<file path="config.mk">
export PLATFORM = sky130hd
export DESIGN_NAME = bf_train_seq
export DESIGN_NICKNAME = d
export VERILOG_FILES = /design/src/rtl/bf_pkg.sv /design/src/rtl/bf_seq_ctrl.sv /design/src/rtl/bf_walsh_gen.sv /design/src/rtl/bf_opt_store.sv /design/src/rtl/bf_train_seq.sv
export SDC_FILE = /design/constraint.sdc
export NUM_CORES = 1
export LEC_CHECK = 0
export ABC_AREA = 1
export BUFFER_PORTS_ARGS = -buffer_cell sky130_fd_sc_hd__buf_2
export CAP_MARGIN = 20
export CORE_ASPECT_RATIO = 0.9
export CORE_MARGIN = 2
export CORE_UTILIZATION = 45
export CTS_CLUSTER_DIAMETER = 80
export CTS_CLUSTER_SIZE = 12
export DETAILED_ROUTE_END_ITERATION = 6
export PLACE_DENSITY = 0.74
export SLEW_MARGIN = 20
export SYNTH_ARGS = -nofsm -noshare
export SYNTH_HDL_FRONTEND = slang
export SYNTH_HIERARCHICAL = 1
export SYNTH_SLANG_ARGS = --single-unit
</file>
<file path="constraint.sdc">
create_clock -name clk -period 4.5 [get_ports clk]
set_clock_uncertainty 0.05 [all_clocks]
set_input_delay 0.225 -clock clk [delete_from_list [all_inputs] [get_ports clk]]
set_output_delay 0.225 -clock clk [all_outputs]
set_load 0.01 [all_outputs]
</file>
<file path="src/rtl/bf_pkg.sv">
// Shared types for the beamforming training weight sequencer.
// Assumes a 2-bit mode input whose codes match bf_mode_e.
package bf_pkg;

    typedef enum logic [1:0] {
        MD_IDLE  = 2'b00,
        MD_TRAIN = 2'b01,
        MD_DDEF  = 2'b10,
        MD_DOPT  = 2'b11
    } bf_mode_e;

    typedef enum logic [1:0] {
        SRC_HOLD  = 2'b00,
        SRC_TRAIN = 2'b01,
        SRC_DEF   = 2'b10,
        SRC_OPT   = 2'b11
    } bf_src_e;

endpackage

</file>
<file path="src/rtl/bf_seq_ctrl.sv">
// Mode decoder and training symbol counter.
// Captures the antenna counts and the role on entry into training, walks
// receive rows inside transmit rows, and tells the output stage which
// source to emit on each accepted strobe.
// Assumes sym_stb is a one-cycle pulse.
module bf_seq_ctrl
    import bf_pkg::*;
#(
    parameter int MAX_ANT = 4,
    localparam int CNT_W  = $clog2(MAX_ANT + 1)
) (
    input  logic             clk,
    input  logic             rst_n,
    input  logic [1:0]       mode,
    input  logic             is_tx,
    input  logic [CNT_W-1:0] n_tx,
    input  logic [CNT_W-1:0] n_rx,
    input  logic             sym_stb,
    output logic             trn_act,
    output logic             emit,
    output bf_src_e          src,
    output logic [CNT_W-1:0] loc_row,
    output logic [CNT_W-1:0] loc_cnt
);

    bf_mode_e         md;
    bf_mode_e         prev_md;
    logic             act_q;
    logic             role_q;
    logic [CNT_W-1:0] ntx_q;
    logic [CNT_W-1:0] nrx_q;
    logic [CNT_W-1:0] txr_q;
    logic [CNT_W-1:0] rxr_q;
    logic             entry;
    logic             trn_stb;

    // Limit a decoded antenna count to the range 1..MAX_ANT.
    function automatic logic [CNT_W-1:0] clamp_cnt(input logic [CNT_W-1:0] v);
        if (v == '0) begin
            return CNT_W'(1);
        end
        if (v > CNT_W'(MAX_ANT)) begin
            return CNT_W'(MAX_ANT);
        end
        return v;
    endfunction

    assign md      = bf_mode_e'(mode);
    assign entry   = (md == MD_TRAIN) && (prev_md != MD_TRAIN);
    assign trn_stb = sym_stb && (md == MD_TRAIN) && act_q;

    // Track the previous mode, the captured frame parameters and the row counters.
    always_ff @(posedge clk) begin
        if (!rst_n) begin
            prev_md <= MD_IDLE;
            act_q   <= 1'b0;
            role_q  <= 1'b0;
            ntx_q   <= CNT_W'(1);
            nrx_q   <= CNT_W'(1);
            txr_q   <= '0;
            rxr_q   <= '0;
        end else begin
            prev_md <= md;
            if (entry) begin
                act_q  <= 1'b1;
                role_q <= is_tx;
                ntx_q  <= clamp_cnt(n_tx);
                nrx_q  <= clamp_cnt(n_rx);
                txr_q  <= '0;
                rxr_q  <= '0;
            end else if (md != MD_TRAIN) begin
                act_q <= 1'b0;
            end else if (trn_stb) begin
                if (rxr_q == nrx_q - CNT_W'(1)) begin
                    rxr_q <= '0;
                    if (txr_q == ntx_q - CNT_W'(1)) begin
                        act_q <= 1'b0;
                    end else begin
                        txr_q <= txr_q + CNT_W'(1);
                    end
                end else begin
                    rxr_q <= rxr_q + CNT_W'(1);
                end
            end
        end
    end

    // Decide whether a strobe produces a vector and from which source.
    always_comb begin
        emit = 1'b0;
        src  = SRC_HOLD;
        if (sym_stb) begin
            unique case (md)
                MD_TRAIN: begin
                    if (act_q) begin
                        emit = 1'b1;
                        src  = SRC_TRAIN;
                    end
                end
                MD_DDEF: begin
                    emit = 1'b1;
                    src  = SRC_DEF;
                end
                MD_DOPT: begin
                    emit = 1'b1;
                    src  = SRC_OPT;
                end
                default: begin
                    emit = 1'b0;
                    src  = SRC_HOLD;
                end
            endcase
        end
    end

    assign trn_act = act_q;
    assign loc_row = role_q ? txr_q : rxr_q;
    assign loc_cnt = role_q ? ntx_q : nrx_q;

endmodule

</file>
<file path="src/rtl/bf_walsh_gen.sv">
// Orthogonal training vector generator.
// For a given row and active antenna count, produces a +/-AMP pattern on I
// (Hadamard sign = parity of row AND antenna index) with Q zero; antennas
// beyond the count are zeroed. Purely combinational.
module bf_walsh_gen #(
    parameter int MAX_ANT = 4,
    parameter int W_BITS  = 8,
    parameter int AMP     = 64,
    localparam int CNT_W  = $clog2(MAX_ANT + 1),
    localparam int VEC_W  = MAX_ANT * W_BITS
) (
    input  logic [CNT_W-1:0] row,
    input  logic [CNT_W-1:0] cnt,
    output logic [VEC_W-1:0] vec_i,
    output logic [VEC_W-1:0] vec_q
);

    localparam logic [W_BITS-1:0] POS = W_BITS'(AMP);
    localparam logic [W_BITS-1:0] NEG = W_BITS'(-AMP);

    for (genvar a = 0; a < MAX_ANT; a++) begin : g_lane
        logic neg;
        logic on;
        // Sign and enable of one antenna lane.
        assign neg = ^(row & CNT_W'(a));
        assign on  = CNT_W'(a) < cnt;
        assign vec_i[a*W_BITS +: W_BITS] = on ? (neg ? NEG : POS) : '0;
        assign vec_q[a*W_BITS +: W_BITS] = '0;
    end

endmodule

</file>
<file path="src/rtl/bf_opt_store.sv">
// Per-antenna optimal weight store with deferred writes.
// While hold is high, writes land in a pending slot per antenna. Once hold
// drops, the pending value is forwarded at once and committed on the next
// edge. A direct write outside hold replaces the pending slot.
module bf_opt_store #(
    parameter int MAX_ANT = 4,
    parameter int W_BITS  = 8,
    parameter int AMP     = 64,
    localparam int IDX_W  = (MAX_ANT > 1) ? $clog2(MAX_ANT) : 1,
    localparam int VEC_W  = MAX_ANT * W_BITS
) (
    input  logic              clk,
    input  logic              rst_n,
    input  logic              hold,
    input  logic              we,
    input  logic [IDX_W-1:0]  ant,
    input  logic [W_BITS-1:0] wi,
    input  logic [W_BITS-1:0] wq,
    output logic [VEC_W-1:0]  opt_i,
    output logic [VEC_W-1:0]  opt_q
);

    localparam logic [W_BITS-1:0] POS = W_BITS'(AMP);

    for (genvar a = 0; a < MAX_ANT; a++) begin : g_slot
        logic [W_BITS-1:0] cur_i;
        logic [W_BITS-1:0] cur_q;
        logic [W_BITS-1:0] pnd_i;
        logic [W_BITS-1:0] pnd_q;
        logic              pnd_v;
        logic              hit;

        assign hit = we && (ant == IDX_W'(a));

        // Store, defer or commit the weight of one antenna.
        always_ff @(posedge clk) begin
            if (!rst_n) begin
                cur_i <= POS;
                cur_q <= '0;
                pnd_i <= '0;
                pnd_q <= '0;
                pnd_v <= 1'b0;
            end else if (hit && hold) begin
                pnd_i <= wi;
                pnd_q <= wq;
                pnd_v <= 1'b1;
            end else if (hit) begin
                cur_i <= wi;
                cur_q <= wq;
                pnd_v <= 1'b0;
            end else if (pnd_v && !hold) begin
                cur_i <= pnd_i;
                cur_q <= pnd_q;
                pnd_v <= 1'b0;
            end
        end

        assign opt_i[a*W_BITS +: W_BITS] = (pnd_v && !hold) ? pnd_i : cur_i;
        assign opt_q[a*W_BITS +: W_BITS] = (pnd_v && !hold) ? pnd_q : cur_q;
    end

endmodule

</file>
<file path="src/rtl/bf_train_seq.sv">
// Beamforming training weight sequencer (top).
// Steps the front-end through orthogonal weights per training symbol and
// otherwise delivers default or stored optimal weights. Each accepted
// strobe yields a registered vector one cycle later with a valid pulse.
// Assumes mode is stable around strobes and sym_stb is a single-cycle pulse.
module bf_train_seq
    import bf_pkg::*;
#(
    parameter int MAX_ANT = 4,
    parameter int W_BITS  = 8,
    parameter int AMP     = 64,
    localparam int CNT_W  = $clog2(MAX_ANT + 1),
    localparam int IDX_W  = (MAX_ANT > 1) ? $clog2(MAX_ANT) : 1,
    localparam int VEC_W  = MAX_ANT * W_BITS
) (
    input  logic              clk,
    input  logic              rst_n,
    input  logic [1:0]        mode,
    input  logic              is_tx,
    input  logic [CNT_W-1:0]  n_tx,
    input  logic [CNT_W-1:0]  n_rx,
    input  logic              sym_stb,
    input  logic              opt_we,
    input  logic [IDX_W-1:0]  opt_ant,
    input  logic [W_BITS-1:0] opt_i,
    input  logic [W_BITS-1:0] opt_q,
    output logic              w_valid,
    output logic [VEC_W-1:0]  w_i,
    output logic [VEC_W-1:0]  w_q
);

    localparam logic [VEC_W-1:0] DEF_I = {MAX_ANT{W_BITS'(AMP)}};

    logic             trn_act;
    logic             emit;
    bf_src_e          src;
    logic [CNT_W-1:0] loc_row;
    logic [CNT_W-1:0] loc_cnt;
    logic [VEC_W-1:0] trn_i;
    logic [VEC_W-1:0] trn_q;
    logic [VEC_W-1:0] st_i;
    logic [VEC_W-1:0] st_q;
    logic             vld_q;
    logic [VEC_W-1:0] wi_q;
    logic [VEC_W-1:0] wq_q;

    bf_seq_ctrl #(.MAX_ANT(MAX_ANT)) u_ctrl (
        .clk     (clk),
        .rst_n   (rst_n),
        .mode    (mode),
        .is_tx   (is_tx),
        .n_tx    (n_tx),
        .n_rx    (n_rx),
        .sym_stb (sym_stb),
        .trn_act (trn_act),
        .emit    (emit),
        .src     (src),
        .loc_row (loc_row),
        .loc_cnt (loc_cnt)
    );

    bf_walsh_gen #(.MAX_ANT(MAX_ANT), .W_BITS(W_BITS), .AMP(AMP)) u_walsh (
        .row   (loc_row),
        .cnt   (loc_cnt),
        .vec_i (trn_i),
        .vec_q (trn_q)
    );

    bf_opt_store #(.MAX_ANT(MAX_ANT), .W_BITS(W_BITS), .AMP(AMP)) u_store (
        .clk   (clk),
        .rst_n (rst_n),
        .hold  (trn_act),
        .we    (opt_we),
        .ant   (opt_ant),
        .wi    (opt_i),
        .wq    (opt_q),
        .opt_i (st_i),
        .opt_q (st_q)
    );

    // Register the selected vector and its valid pulse.
    always_ff @(posedge clk) begin
        if (!rst_n) begin
            vld_q <= 1'b0;
            wi_q  <= '0;
            wq_q  <= '0;
        end else begin
            vld_q <= emit;
            if (emit) begin
                unique case (src)
                    SRC_TRAIN: begin
                        wi_q <= trn_i;
                        wq_q <= trn_q;
                    end
                    SRC_DEF: begin
                        wi_q <= DEF_I;
                        wq_q <= '0;
                    end
                    SRC_OPT: begin
                        wi_q <= st_i;
                        wq_q <= st_q;
                    end
                    default: begin
                        wi_q <= wi_q;
                        wq_q <= wq_q;
                    end
                endcase
            end
        end
    end

    assign w_valid = vld_q;
    assign w_i     = wi_q;
    assign w_q     = wq_q;

endmodule

</file>
==> metrics.txt <==
run status=finished, final reports clean; cell breakdown of the critical path=inv_1, a21oi_4, buf_4, o21ai_4, buf_4, nand2_1, nand2_1, nor2_1; setup_tns=0 ns; hold buffers post-CTS=14; post-route cell area=13000 um^2; routed wire length per instance=roughly 14 um; Worst path max stage delay=0.63 ns; Top Family by Delay on Critical Path=buffers and inverters; f_max=403 MHz; Via-to-Cell Ratio=4.95; Startpoint Class=register; Clk Latency, worst-skew pair=0.51 ns; CP Capture Type=register; Worst-path clk slew=0.06 ns; Least-Margin Pin Slew=0.929 ns; Starting DRT DRC Count=914; GRT Total Usage=between 20 and 25%; initial core utilization=45.7%; initial antenna violation count=1; port bufs=95; overall power=around 0.0041 W; most used cells in the layout excluding fill and tap cells=nand2_1, inv_1, dfxtp_1, nor2_1, nand3_1; GRT overflow=0; drt total wl=32.5 mm; clock network fraction of total power=38.4%; I/O Pins=between 90 and 100; maxcap violations=0; Logic pwr share=13.0%; CP Buf/Inv Count=3; Die Wd=179 um; clock sink total=213; TritonCTS clock tree=done; worst min path class=input port to register; DP HPWL=20.9 mm; Worst slew margin=about two fifths; area grow syn2layout=5.32%; Syn Inst Count=~1.9k; layout cells sized above 1=8.91%; Crit Path Category=register to register; Slew Viols, Final=0; std cell rows=57; cts repair resizes=0; area of the mapped netlist=12400 um^2; Power per Cell Area=314 nW/um^2; Reg power frac=48.6%; Die ar.=between 20000 and 30000 um^2; post-route DRC violation count=0; CTS root buf=clkbuf_16; Cell Int Power=0.00297 W; RSZ-0062 raised after global routing=no; Final Critical Period=2.48 ns; Net Sw Power=roughly 0.0011 W; Mean Syn Cell Area=6.37 um^2; total CTS buffers=21; core area=27000 um^2; nets=2010; commonest non-fill, non-tap cell in the layout=nand2_1; buffer count from post-CTS setup fixing=0; gp weighted congestion=0.864; CP max stage cell=dfxtp_2; WP data arrival=2.87 ns; DR vias=11.5k; global-route wire length before repair=52.4 mm; antenna viol nets, final=0; P_leak=6.41 nW; Max H-tree Level=1; Die Ht=161 um; peak supply drop=0.196 mV; sw frac=27.4%; endpoints failing setup=0; drt pass-1 iters=5; worst-path maximum fanout=78; Max clock buf depth=3; Hold Violations, Final=0; placed cell area=12300 um^2; largest net degree at the start of global routing=85; final cycle utilization of the critical path=between 50% and 60%; yosys synthesis warning count=6; vias in the first global route=10.6k; Required @ worst endpoint=4.89 ns
routing by layer:
metal  vias up  track usage, %  part of all wire (%)
li1       5871               -                     -
met1      5201            30.0                    44
met2       399            37.2                    46
met3        58            2.57                   7.7
met4         0            6.87                   2.3
met5         -               0                     0
worst reg2reg max path: cells and delay by family, from the launching register on:
family	cells	cell delay [ns]
AO/OA/AOI/OAI	2	0.28
flip-flops	1	0.63
AND/OR/NAND/NOR	3	0.39
buffers and inverters	3	1.07
state kept, by name (all words and copies together), names as in the netlist:
name,count
u_store/g_slot.pnd_q,32
u_ctrl/txr_q,3
u_store/g_slot.cur_i,32
u_store/g_slot.cur_q,32
u_ctrl/ntx_q,3
u_ctrl/nrx_q,3
u_store/g_slot.pnd_v,4
u_ctrl/role_q,1
w_q,32
u_ctrl/prev_md,2
w_valid,1
w_i,32
u_ctrl/trn_act,1
u_store/g_slot.pnd_i,32
u_ctrl/rxr_q,3
power by group through the flow:
stage | clock (W) | sequential [W] | combinational, W
after CTS | 0.00159 | 0.00198 | 0.000526
final | 0.00157 | 0.00198 | 0.000531
after global placement | 0 | 0.00203 | 0.000505
after floorplan | 0 | 0.00203 | 0.000419
after global routing | 0.00166 | 0.00199 | 0.000595
after detailed placement | 0 | 0.00203 | 0.000514
path summary, 6_finish.rpt:
path,from,end,slack [ns],cells past startpoint
max,u_ctrl/trn_act,w_q[14],2.02,8
min,opt_q[7],u_store/g_slot[0].pnd_q[7],0.01,3
max reg2reg,u_ctrl/trn_act,w_q[14],2.02,8
min reg2reg,u_store/g_slot[3].pnd_q[4],u_store/g_slot[3].pnd_q[4],0.41,2
cell type report:
cell class	instances	area, um^2
clock buffer	23	543
sequential	213	4270
fill	2694	14000
multi-input combinational	1364	6090
timing repair buffer	120	701
inverter	255	961
clock inverter	1	8.76
antenna	1	2.50
tap	354	443
stage by stage:
stage               util (%)  cells  setup WS (ns)  hold WS [ns]
global route            48.2   2331           1.78       0.00710
detailed placement      45.6   2292           2.04         0.406
floorplan                  -   1997           2.93         0.268
global placement        45.6   2292           2.10         0.400
finish                  48.2   2331           2.02        0.0103
CTS                     48.2   2330           2.00      0.000541
Note: power is estimated with default switching activity, not from simulation.
